**config.mk**
```make
export PLATFORM = sky130hd
export DESIGN_NAME = tri_format_decoder
export DESIGN_NICKNAME = d
export VERILOG_FILES = /design/src/rtl/itd_pkg.sv /design/src/rtl/itd_fields.sv /design/src/rtl/itd_f1_table.sv /design/src/rtl/itd_f23_decode.sv /design/src/rtl/itd_alu_ctrl.sv /design/src/rtl/tri_format_decoder.sv
export SDC_FILE = /design/constraint.sdc
export NUM_CORES = 1
export LEC_CHECK = 0
export BUFFER_PORTS_ARGS = -buffer_cell sky130_fd_sc_hd__buf_2
export CELL_PAD_IN_SITES_DETAIL_PLACEMENT = 1
export CELL_PAD_IN_SITES_GLOBAL_PLACEMENT = 1
export CORE_MARGIN = 2
export CORE_UTILIZATION = 32
export DETAILED_ROUTE_END_ITERATION = 12
export GPL_TIMING_DRIVEN = 1
export PLACE_DENSITY = 0.86
export SYNTH_ARGS = -nofsm -noshare
export SYNTH_HDL_FRONTEND = slang
export SYNTH_HIERARCHICAL = 1
export SYNTH_SLANG_ARGS = --single-unit
```
**constraint.sdc**
```tcl
create_clock -name vclk -period 2.8
set_input_delay 0.14 -clock vclk [all_inputs]
set_output_delay 0.14 -clock vclk [all_outputs]
set_load 0.05 [all_outputs]
```
**src/rtl/itd_pkg.sv**
```systemverilog
package itd_pkg;

  localparam int OPC_W     = 16;
  localparam int RIDX_W    = 4;
  localparam int F1_CODE_W = 8;
  localparam int F2_CODE_W = 2;
  localparam int COND_W    = 4;
  localparam int IMM8_W    = 8;
  localparam int NUM_COND  = 10;
  localparam int NUM_OPS   = 16;

  typedef enum logic [1:0] {
    FMT_REG = 2'd0,
    FMT_IMM = 2'd1,
    FMT_BR  = 2'd2
  } fmt_e;

  typedef enum logic [3:0] {
    OPS_ALU_RR  = 4'd0,
    OPS_ALU_IMM = 4'd1,
    OPS_LDI     = 4'd2,
    OPS_LOAD    = 4'd3,
    OPS_STORE   = 4'd4,
    OPS_PUSH    = 4'd5,
    OPS_POP     = 4'd6,
    OPS_CALL    = 4'd7,
    OPS_RET     = 4'd8,
    OPS_JUMP    = 4'd9,
    OPS_BRANCH  = 4'd10,
    OPS_CMP     = 4'd11,
    OPS_SRD     = 4'd12,
    OPS_SWR     = 4'd13,
    OPS_SWI     = 4'd14,
    OPS_BRK     = 4'd15
  } op_e;

  typedef enum logic [3:0] {
    FN_PASS = 4'd0,  FN_ADD  = 4'd1,  FN_SUB  = 4'd2,  FN_AND  = 4'd3,
    FN_OR   = 4'd4,  FN_XOR  = 4'd5,  FN_NOT  = 4'd6,  FN_NEG  = 4'd7,
    FN_SHL  = 4'd8,  FN_SHR  = 4'd9,  FN_SAR  = 4'd10, FN_MUL  = 4'd11,
    FN_DIV  = 4'd12, FN_UDIV = 4'd13, FN_MOD  = 4'd14, FN_UMOD = 4'd15
  } alu_fn_e;

  typedef enum logic [1:0] {
    SZ_BYTE = 2'd0,
    SZ_HALF = 2'd1,
    SZ_WORD = 2'd2
  } msize_e;

  typedef enum logic [1:0] {
    AM_NONE = 2'd0,
    AM_REG  = 2'd1,
    AM_ABS  = 2'd2,
    AM_OFS  = 2'd3
  } amode_e;

  typedef struct packed {
    logic    legal;
    op_e     op;
    alu_fn_e fn;
    logic    ext;
    msize_e  size;
    logic    zext;
    amode_e  am;
  } dec_t;

  function automatic dec_t dec_none();
    dec_t d;
    d.legal = 1'b0;
    d.op    = OPS_ALU_RR;
    d.fn    = FN_ADD;
    d.ext   = 1'b0;
    d.size  = SZ_WORD;
    d.zext  = 1'b0;
    d.am    = AM_NONE;
    return d;
  endfunction

  function automatic dec_t dec_ctl(input op_e op, input logic ext);
    dec_t d;
    d       = dec_none();
    d.legal = 1'b1;
    d.op    = op;
    d.ext   = ext;
    return d;
  endfunction

  function automatic dec_t dec_alu(input alu_fn_e fn);
    dec_t d;
    d    = dec_ctl(OPS_ALU_RR, 1'b0);
    d.fn = fn;
    return d;
  endfunction

  function automatic dec_t dec_mem(input op_e op, input msize_e size, input amode_e am);
    dec_t d;
    d      = dec_ctl(op, (am == AM_ABS) || (am == AM_OFS));
    d.size = size;
    d.am   = am;
    d.zext = (op == OPS_LOAD) && (size != SZ_WORD);
    return d;
  endfunction

endpackage

```
**src/rtl/itd_fields.sv**
```systemverilog
module itd_fields
  import itd_pkg::*;
#(
  parameter int DATA_W = 32
) (
  input  logic [OPC_W-1:0]     opcode_i,
  output fmt_e                 fmt_o,
  output logic [F1_CODE_W-1:0] f1_code_o,
  output logic [F2_CODE_W-1:0] f2_code_o,
  output logic [COND_W-1:0]    cond_o,
  output logic [RIDX_W-1:0]    reg_a_o,
  output logic [RIDX_W-1:0]    reg_b_o,
  output logic [DATA_W-1:0]    imm_o
);

  localparam int TOP_BIT  = OPC_W - 1;
  localparam int SUB_BIT  = OPC_W - 2;
  localparam int F2_LO    = SUB_BIT - F2_CODE_W;
  localparam int F2_REGLO = F2_LO - RIDX_W;
  localparam int COND_LO  = SUB_BIT - COND_W;

  always_comb begin
    f1_code_o = opcode_i[OPC_W-1 -: F1_CODE_W];
    f2_code_o = opcode_i[F2_LO +: F2_CODE_W];
    fmt_o     = FMT_REG;
    cond_o    = '0;
    reg_a_o   = '0;
    reg_b_o   = '0;
    imm_o     = '0;
    if (!opcode_i[TOP_BIT]) begin
      fmt_o   = FMT_REG;
      reg_a_o = opcode_i[RIDX_W +: RIDX_W];
      reg_b_o = opcode_i[0 +: RIDX_W];
    end else if (!opcode_i[SUB_BIT]) begin
      fmt_o   = FMT_IMM;
      reg_a_o = opcode_i[F2_REGLO +: RIDX_W];
      imm_o   = DATA_W'(opcode_i[0 +: IMM8_W]);
    end else begin
      fmt_o   = FMT_BR;
      cond_o  = opcode_i[COND_LO +: COND_W];
    end
  end

endmodule

```
**src/rtl/itd_f1_table.sv**
```systemverilog
module itd_f1_table
  import itd_pkg::*;
(
  input  logic [F1_CODE_W-1:0] code_i,
  output dec_t                 dec_o
);

  always_comb begin
    dec_o = dec_none();
    case (code_i)
      8'h01, 8'h1B, 8'h20: dec_o = dec_ctl(OPS_LDI, 1'b1);
      8'h02: dec_o = dec_alu(FN_PASS);
      8'h03: dec_o = dec_ctl(OPS_CALL, 1'b1);
      8'h04: dec_o = dec_ctl(OPS_RET, 1'b0);
      8'h05: dec_o = dec_alu(FN_ADD);
      8'h06: dec_o = dec_mem(OPS_PUSH,  SZ_WORD, AM_REG);
      8'h07: dec_o = dec_mem(OPS_POP,   SZ_WORD, AM_REG);
      8'h08: dec_o = dec_mem(OPS_LOAD,  SZ_WORD, AM_ABS);
      8'h09: dec_o = dec_mem(OPS_STORE, SZ_WORD, AM_ABS);
      8'h0A: dec_o = dec_mem(OPS_LOAD,  SZ_WORD, AM_REG);
      8'h0B: dec_o = dec_mem(OPS_STORE, SZ_WORD, AM_REG);
      8'h0C: dec_o = dec_mem(OPS_LOAD,  SZ_WORD, AM_OFS);
      8'h0D: dec_o = dec_mem(OPS_STORE, SZ_WORD, AM_OFS);
      8'h0E: begin
        dec_o    = dec_ctl(OPS_CMP, 1'b0);
        dec_o.fn = FN_SUB;
      end
      8'h19: dec_o = dec_ctl(OPS_CALL, 1'b0);
      8'h1A: dec_o = dec_ctl(OPS_JUMP, 1'b1);
      8'h1C: dec_o = dec_mem(OPS_LOAD,  SZ_BYTE, AM_REG);
      8'h1D: dec_o = dec_mem(OPS_LOAD,  SZ_BYTE, AM_ABS);
      8'h1E: dec_o = dec_mem(OPS_STORE, SZ_BYTE, AM_REG);
      8'h1F: dec_o = dec_mem(OPS_STORE, SZ_BYTE, AM_ABS);
      8'h21: dec_o = dec_mem(OPS_LOAD,  SZ_HALF, AM_REG);
      8'h22: dec_o = dec_mem(OPS_LOAD,  SZ_HALF, AM_ABS);
      8'h23: dec_o = dec_mem(OPS_STORE, SZ_HALF, AM_REG);
      8'h24: dec_o = dec_mem(OPS_STORE, SZ_HALF, AM_ABS);
      8'h25: dec_o = dec_ctl(OPS_JUMP, 1'b0);
      8'h26: dec_o = dec_alu(FN_AND);
      8'h27: dec_o = dec_alu(FN_SHR);
      8'h28: dec_o = dec_alu(FN_SHL);
      8'h29: dec_o = dec_alu(FN_SUB);
      8'h2A: dec_o = dec_alu(FN_NEG);
      8'h2B: dec_o = dec_alu(FN_OR);
      8'h2C: dec_o = dec_alu(FN_NOT);
      8'h2D: dec_o = dec_alu(FN_SAR);
      8'h2E: dec_o = dec_alu(FN_XOR);
      8'h2F: dec_o = dec_alu(FN_MUL);
      8'h30: dec_o = dec_ctl(OPS_SWI, 1'b1);
      8'h31: dec_o = dec_alu(FN_DIV);
      8'h32: dec_o = dec_alu(FN_UDIV);
      8'h33: dec_o = dec_alu(FN_MOD);
      8'h34: dec_o = dec_alu(FN_UMOD);
      8'h35: dec_o = dec_ctl(OPS_BRK, 1'b0);
      8'h36: dec_o = dec_mem(OPS_LOAD,  SZ_BYTE, AM_OFS);
      8'h37: dec_o = dec_mem(OPS_STORE, SZ_BYTE, AM_OFS);
      8'h38: dec_o = dec_mem(OPS_LOAD,  SZ_HALF, AM_OFS);
      8'h39: dec_o = dec_mem(OPS_STORE, SZ_HALF, AM_OFS);
      default: dec_o = dec_none();
    endcase
  end

endmodule

```
**src/rtl/itd_f23_decode.sv**
```systemverilog
module itd_f23_decode
  import itd_pkg::*;
(
  input  fmt_e                 fmt_i,
  input  logic [F2_CODE_W-1:0] code_i,
  input  logic [COND_W-1:0]    cond_i,
  output dec_t                 dec_o
);

  localparam logic [COND_W-1:0] COND_LIMIT = COND_W'(NUM_COND);

  always_comb begin
    dec_o = dec_none();
    if (fmt_i == FMT_IMM) begin
      case (code_i)
        2'd0: dec_o = dec_ctl(OPS_ALU_IMM, 1'b0);
        2'd1: begin
          dec_o    = dec_ctl(OPS_ALU_IMM, 1'b0);
          dec_o.fn = FN_SUB;
        end
        2'd2: dec_o = dec_ctl(OPS_SRD, 1'b0);
        default: dec_o = dec_ctl(OPS_SWR, 1'b0);
      endcase
    end else if (fmt_i == FMT_BR) begin
      if (cond_i < COND_LIMIT) begin
        dec_o = dec_ctl(OPS_BRANCH, 1'b0);
      end
    end
  end

endmodule

```
**src/rtl/itd_alu_ctrl.sv**
```systemverilog
module itd_alu_ctrl
  import itd_pkg::*;
#(
  parameter int DATA_W = 32
) (
  input  alu_fn_e           fn_i,
  output logic [3:0]        fn_o,
  output logic [DATA_W-1:0] b_mask_o
);

  localparam int SHAMT_W = $clog2(DATA_W);
  localparam logic [DATA_W-1:0] SHIFT_MASK = DATA_W'({SHAMT_W{1'b1}});

  logic is_shift;

  always_comb begin
    is_shift = (fn_i == FN_SHL) || (fn_i == FN_SHR) || (fn_i == FN_SAR);
    fn_o     = fn_i;
    b_mask_o = '1;
    if (is_shift) begin
      b_mask_o = SHIFT_MASK;
    end
  end

endmodule

```
**src/rtl/tri_format_decoder.sv**
```systemverilog
module tri_format_decoder
  import itd_pkg::*;
#(
  parameter int  DATA_W    = 32,
  localparam int SHORT_LEN = OPC_W / 8,
  localparam int LONG_LEN  = SHORT_LEN + DATA_W / 8,
  localparam int LEN_W     = $clog2(LONG_LEN + 1),
  localparam int SHAMT_W   = $clog2(DATA_W)
) (
  input  logic                 valid_i,
  input  logic [OPC_W-1:0]     opcode_i,
  output logic [1:0]           fmt_o,
  output logic [NUM_OPS-1:0]   op_sel_o,
  output logic [LEN_W-1:0]     len_o,
  output logic                 illegal_o,
  output logic [RIDX_W-1:0]    reg_a_o,
  output logic [RIDX_W-1:0]    reg_b_o,
  output logic [DATA_W-1:0]    imm_o,
  output logic [COND_W-1:0]    cond_o,
  output logic [1:0]           mem_size_o,
  output logic                 mem_zext_o,
  output logic [1:0]           addr_mode_o,
  output logic [3:0]           alu_fn_o,
  output logic [DATA_W-1:0]    alu_b_mask_o
);

  fmt_e                 fmt;
  logic [F1_CODE_W-1:0] f1_code;
  logic [F2_CODE_W-1:0] f2_code;
  dec_t                 f1_dec;
  dec_t                 f23_dec;
  dec_t                 dec;

  itd_fields #(.DATA_W(DATA_W)) u_fields (
    .opcode_i  (opcode_i),
    .fmt_o     (fmt),
    .f1_code_o (f1_code),
    .f2_code_o (f2_code),
    .cond_o    (cond_o),
    .reg_a_o   (reg_a_o),
    .reg_b_o   (reg_b_o),
    .imm_o     (imm_o)
  );

  itd_f1_table u_f1 (
    .code_i (f1_code),
    .dec_o  (f1_dec)
  );

  itd_f23_decode u_f23 (
    .fmt_i  (fmt),
    .code_i (f2_code),
    .cond_i (cond_o),
    .dec_o  (f23_dec)
  );

  always_comb begin
    dec         = (fmt == FMT_REG) ? f1_dec : f23_dec;
    fmt_o       = fmt;
    illegal_o   = valid_i && !dec.legal;
    len_o       = (dec.legal && dec.ext) ? LEN_W'(LONG_LEN) : LEN_W'(SHORT_LEN);
    mem_size_o  = dec.size;
    mem_zext_o  = dec.zext;
    addr_mode_o = dec.am;
  end

  for (genvar k = 0; k < NUM_OPS; k++) begin : g_sel
    assign op_sel_o[k] = valid_i && dec.legal && (int'(dec.op) == k);
  end

  itd_alu_ctrl #(.DATA_W(DATA_W)) u_alu (
    .fn_i     (dec.fn),
    .fn_o     (alu_fn_o),
    .b_mask_o (alu_b_mask_o)
  );

  always_comb begin
    assert_sel_onehot_R12: assert ($onehot0(op_sel_o))
      else $error("op_sel_o carries more than one class");
    assert_class_or_flag_R12: assert (!valid_i || ((|op_sel_o) != illegal_o))
      else $error("valid word neither classified nor flagged");
    assert_idle_quiet_R11: assert (valid_i || (op_sel_o == '0 && !illegal_o))
      else $error("outputs active while valid_i low");
    assert_len_pair_R6: assert (len_o == LEN_W'(SHORT_LEN) || len_o == LEN_W'(LONG_LEN))
      else $error("length outside the two legal values");
    assert_illegal_short_R10: assert (!illegal_o || len_o == LEN_W'(SHORT_LEN))
      else $error("illegal word given the long length");
    assert_branch_fmt_R9: assert (!op_sel_o[OPS_BRANCH] || fmt_o == FMT_BR)
      else $error("branch class outside format 2");
    assert_shift_mask_R5: assert (!(alu_fn_o inside {FN_SHL, FN_SHR, FN_SAR}) ||
                                  $countones(alu_b_mask_o) == SHAMT_W)
      else $error("shift without count mask");
  end

endmodule

```
Word level (Yosys, flattened, before mapping)
Memories as Yosys holds them, arrays and structs flattened.
Index checks and enable logic that the tools add are counted.
Word-level totals
  register bits: 0
  bits in latches: 0
  RAM bits: 0
  ROM bits: 960
  input port bits: 17
  output and inout port bits: 107
  logic and storage cells: 67
  memories: 1
Memories
  (no name shown): depth 64, width 15, rd ports 1, clocked after memory_dff 0, write ports 0, line itd_f1_table.sv:10  | case (code_i)
Operators by class
  add/subtract/negate cells: 0
  $mul: 0
  div/mod/pow operators: 0
  order comparisons: 1
  eq/ne operators: 22
  shift operators: 0
  muxes and demuxes: 17
  bitwise logic cells: 0
  reductions and logical operators: 26
Operators by type and width (count)
  $mux W15: 5
  $mux W32: 2
  $eq A4 B4 Y1 const B: 11
  $pmux W14 S3: 1
  $mux W4: 5
  $logic_and A1 B1 Y1: 19
  $eq A4 B3 Y1 const B: 4
  $eq A4 B2 Y1 const B: 2
  $mux W8: 1
  $logic_not A2 Y1: 3
  $eq A2 B1 Y1 const B: 2
  $eq A2 B2 Y1 const B: 2
  $eq A4 B1 Y1 const B: 1
  $logic_not A4 Y1: 1
  $lt A4 B4 Y1 const B: 1
  $mux W2: 2
  $mux W3: 1
  $logic_or A1 B1 Y1: 2
  $logic_not A1 Y1: 1

Depth between registers and ports, before layout
  word-level depth: 11
  gate-level depth with buffers: 13
  mapped depth without buffers: 10

Cells and area by module
Netlist, hierarchy kept.
Modules (own cells, without submodules)
  itd_f1_table: instances 1, cells each 158, area an instance 1016.0 sq um, seq. area each 0.0 sq um
  tri_format_decoder: instances 1, cells each 87, area an instance 491.7 sq um, seq. area each 0.0 sq um
  itd_fields: instances 1, cells each 60, area an instance 434.2 sq um, seq. area each 0.0 sq um
  itd_alu_ctrl: instances 1, cells each 38, area an instance 277.8 sq um, seq. area each 0.0 sq um
  itd_f23_decode: instances 1, cells each 21, area an instance 140.1 sq um, seq. area each 0.0 sq um

Worst setup path before layout
Ideal clock, no wire load.
  path kind: input to output
  from: in opcode_i[9]
  to: out op_sel_o[13]
  arrival time: 2.957 ns
  required time: 2.660 ns
  slack: -0.297 ns
  stages: 11
  buffers on the path: 2
  cells stage by stage: buf_4 inv_1 ha_1 buf_2 nor3b_1 o21ai_1 a221oi_1 a211oi_1 nor4b_1 a31oi_1 nor3_1
RTL lines
  from (decl): line tri_format_decoder.sv:11  | input logic [OPC_W-1:0] opcode_i,
  to (decl): line tri_format_decoder.sv:13  | output logic [NUM_OPS-1:0] op_sel_o,

==> summary.md <==
| Metric | Value |
|---|---|
| Multi-input gate area | 1780 um^2 |
| Total gr overflow | 0 |
| Fraction of the yosys area taken by sequential cells | 0% |
| Diode count | 0 |
| Pre-Repair DR Iteration Count | 4 |
| CTS Hold Bufs | 0 |
| Compound-Gate Fraction of Synth Area | 23.3% |
| Max-slew violations | 0 |
| WL final | 7590 um |
| Crit-path cells | buf_2 > clkinvlp_4 > ha_4 > nor2b_1 > a21o_1 > a221oi_2 > a211oi_2 > nor4b_1 > a31oi_1 > nor3_1 > buf_2 |
| Via count | 2557 |
| CP required | 2.66 ns |
| Crit Path Class | in -> out |
| Final core occ | 35.7% |
| Post-synth cell types | 60 |
| CP max-delay cell | ha_4 |
| Top-count cell post-synth | buf_4 |
| Port-buffer cells | 93 |
| Die width | 89.9 um |
| Max-slew headroom | 56.6% |
| Synthesized instance count | 364 |
| Design Area, Final | 2580 um^2 |
| Fill count | 1007 |
| Critical path's largest stage delay | 0.33 ns |
| Largest fanout on the critical path | 7 |
| RD Place Congestion | 0.960 |
| Non-filler cells, final | 501 |
| Lkg Pwr | 1.21 nW |
| Mux share of post-synthesis cell area | 0.901% |
| CP startpoint kind | input port |
| Cell Area, Placed | 2490 um^2 |
| DRC viols | 0 |
| Max Freq | 0.371 GHz |
| Largest family of logic cells by synthesized area | buffers and inverters |
| Top cells by count, synth | buf_4 (89), nand2_1 (46), nor3_1 (23), a21oi_1 (18), o21ai_0 (14) |
| Initial DRC Count | 161 |
| Mean Syn Cell Area | 6.48 um^2 |
| Maximum vdd ir drop | 104 uV |
| Ports | 124 |
| Synth Area in Simple Gates | 33.8% |
| Post-detail-place hpwl | 5720 um |
| Post-Synth Adder-Cell Area | 5.20% |
| Placed insts | 497 |
| First-pass GRT wire length | 12300 um |
| Gr usage total | 17.3% |
| Largest area contributor in the netlist | buf_4 |
| Minimum clock period | 2.69 ns |
| Period utilisation layout | 96.2% |
| Initial Util | 32.7% |
| Seq_cells | 0 |
| CP Capture Type | output pin |
| Final setup viols | 0 |
| Status | completed |
| Pwr Density | 258 nW/um^2 |
| Area contributors post-synth | buf_4 (28%), nand2_1 (7.3%), nor3_1 (4.9%) |
| Fin Hold WS | 0.700 ns |
| Via density | 5.10 |
| DR WL/cell | 15.1 um |
| Row Count | 31 |
| Area Growth Syn to Fin | 9.28% |
| Yosys warning count | 6 |
| XOR/XNOR Fraction of Synth Area | 0.371% |
| Synth top area share | 28.3% |
| Max-Cap Viols | 0 |
| Layout Nets | 430 |
| # clk buffers | 0 |
| Hold Path Class | in -> out |
| Slew of the pin with the lowest slew margin | 0.647 ns |
| Pin count of the biggest net entering global routing | 28 |
| Final Hold Fails | 0 |
| Layout cell share with drive strength beyond 1 | 38.1% |
| Critical Path AT | 2.55 ns |
| Core Area | 7210 um^2 |
| Most frequent CP cell | buf_2 |
| ANT nets after route | 0 |
| Initial antenna violation count | 0 |
| Post-Syn Area | 2360 um^2 |
| Register area | 0 um^2 |
| Die area | 8080 um^2 |
| Chip height | 89.9 um |
| Vias in the first global route | 2505 |
where the power goes:
group          internal [mW]  switching (mW)  total, mW
clock network              0               0          0
logic                  0.150           0.516      0.665
registers                  0               0          0
total                  0.150           0.516      0.665
metal layers:
metal  part of all wire, %  global-route usage [%]  wire length, um  up-vias
li1                      -                       -                -     1215
met1                    43                    23.6             3260     1192
met2                    48                    30.7             3630      142
met3                   8.1                    1.68              614        8
met4                   1.2                    1.79               88        0
met5                     0                       0                0        -
layout by cell type (no fill, tap or decap), types with 3 or more instances in the layout:
| cell | count |
|---|---|
| buf_2 | 88 |
| nand2_1 | 46 |
| conb_1 | 39 |
| buf_4 | 22 |
| a21oi_1 | 17 |
| nor3_2 | 14 |
| o21ai_0 | 14 |
| nor2b_1 | 12 |
| a31oi_1 | 11 |
| nor3_1 | 10 |
| and2_1 | 10 |
| nor2_1 | 9 |
| nand2b_1 | 7 |
| ha_1 | 7 |
| inv_1 | 6 |
| nand3_1 | 6 |
| and3_1 | 5 |
| a21o_1 | 4 |
| o211ai_1 | 4 |
| a22o_1 | 4 |
| nor4b_1 | 3 |
| inv_2 | 3 |
stage by stage:
stage / power, mW / setup WS, ns / setup TNS (ns)
final: 0.665 / 0.108 / 0
after CTS: 0.648 / 0.0615 / 0
after detailed placement: 0.647 / 0.0556 / 0
after global routing: 0.706 / -0.0624 / -0.135
after global placement: 0.633 / 0.179 / 0
after floorplan: 0.652 / -0.155 / -2.34
worst max-delay path, delay by kind of cell:
kind / cells / cell delay [ns]
compound gates: 4 / 0.69
simple gates: 3 / 0.73
fa+ha+maj: 1 / 0.33
buf+inv: 3 / 0.65
repair_timing:
action                                  CTS  global route
gates resized for setup                   0            17
endpoints found under the setup margin    0            16
buffers inserted                          0             4
kinds of logic (layout without fill, tap and decap cells):
group	count (synthesis)	count (layout)
other	6	39
XOR/XNOR	1	1
AO/OA/AOI/OAI	81	81
buffers and inverters	119	124
multiplexers	2	2
adder cells (fa/ha/maj)	10	10
AND/OR/NAND/NOR	145	145
final timing paths:
path / start / endpoint / slack, ns / cells after the start
min: opcode_i[0] / reg_b_o[0] / 0.70 / 3
max: opcode_i[9] / op_sel_o[1] / 0.11 / 11
layout make-up:
| type | count | area share, % |
|---|---|---|
| inverters | 12 | 1.99 |
| multi-input cells | 278 | 69.1 |
| well taps | 99 | 4.80 |
| repair buffers | 112 | 24.1 |
Note: power is estimated with default switching activity, not from simulation.
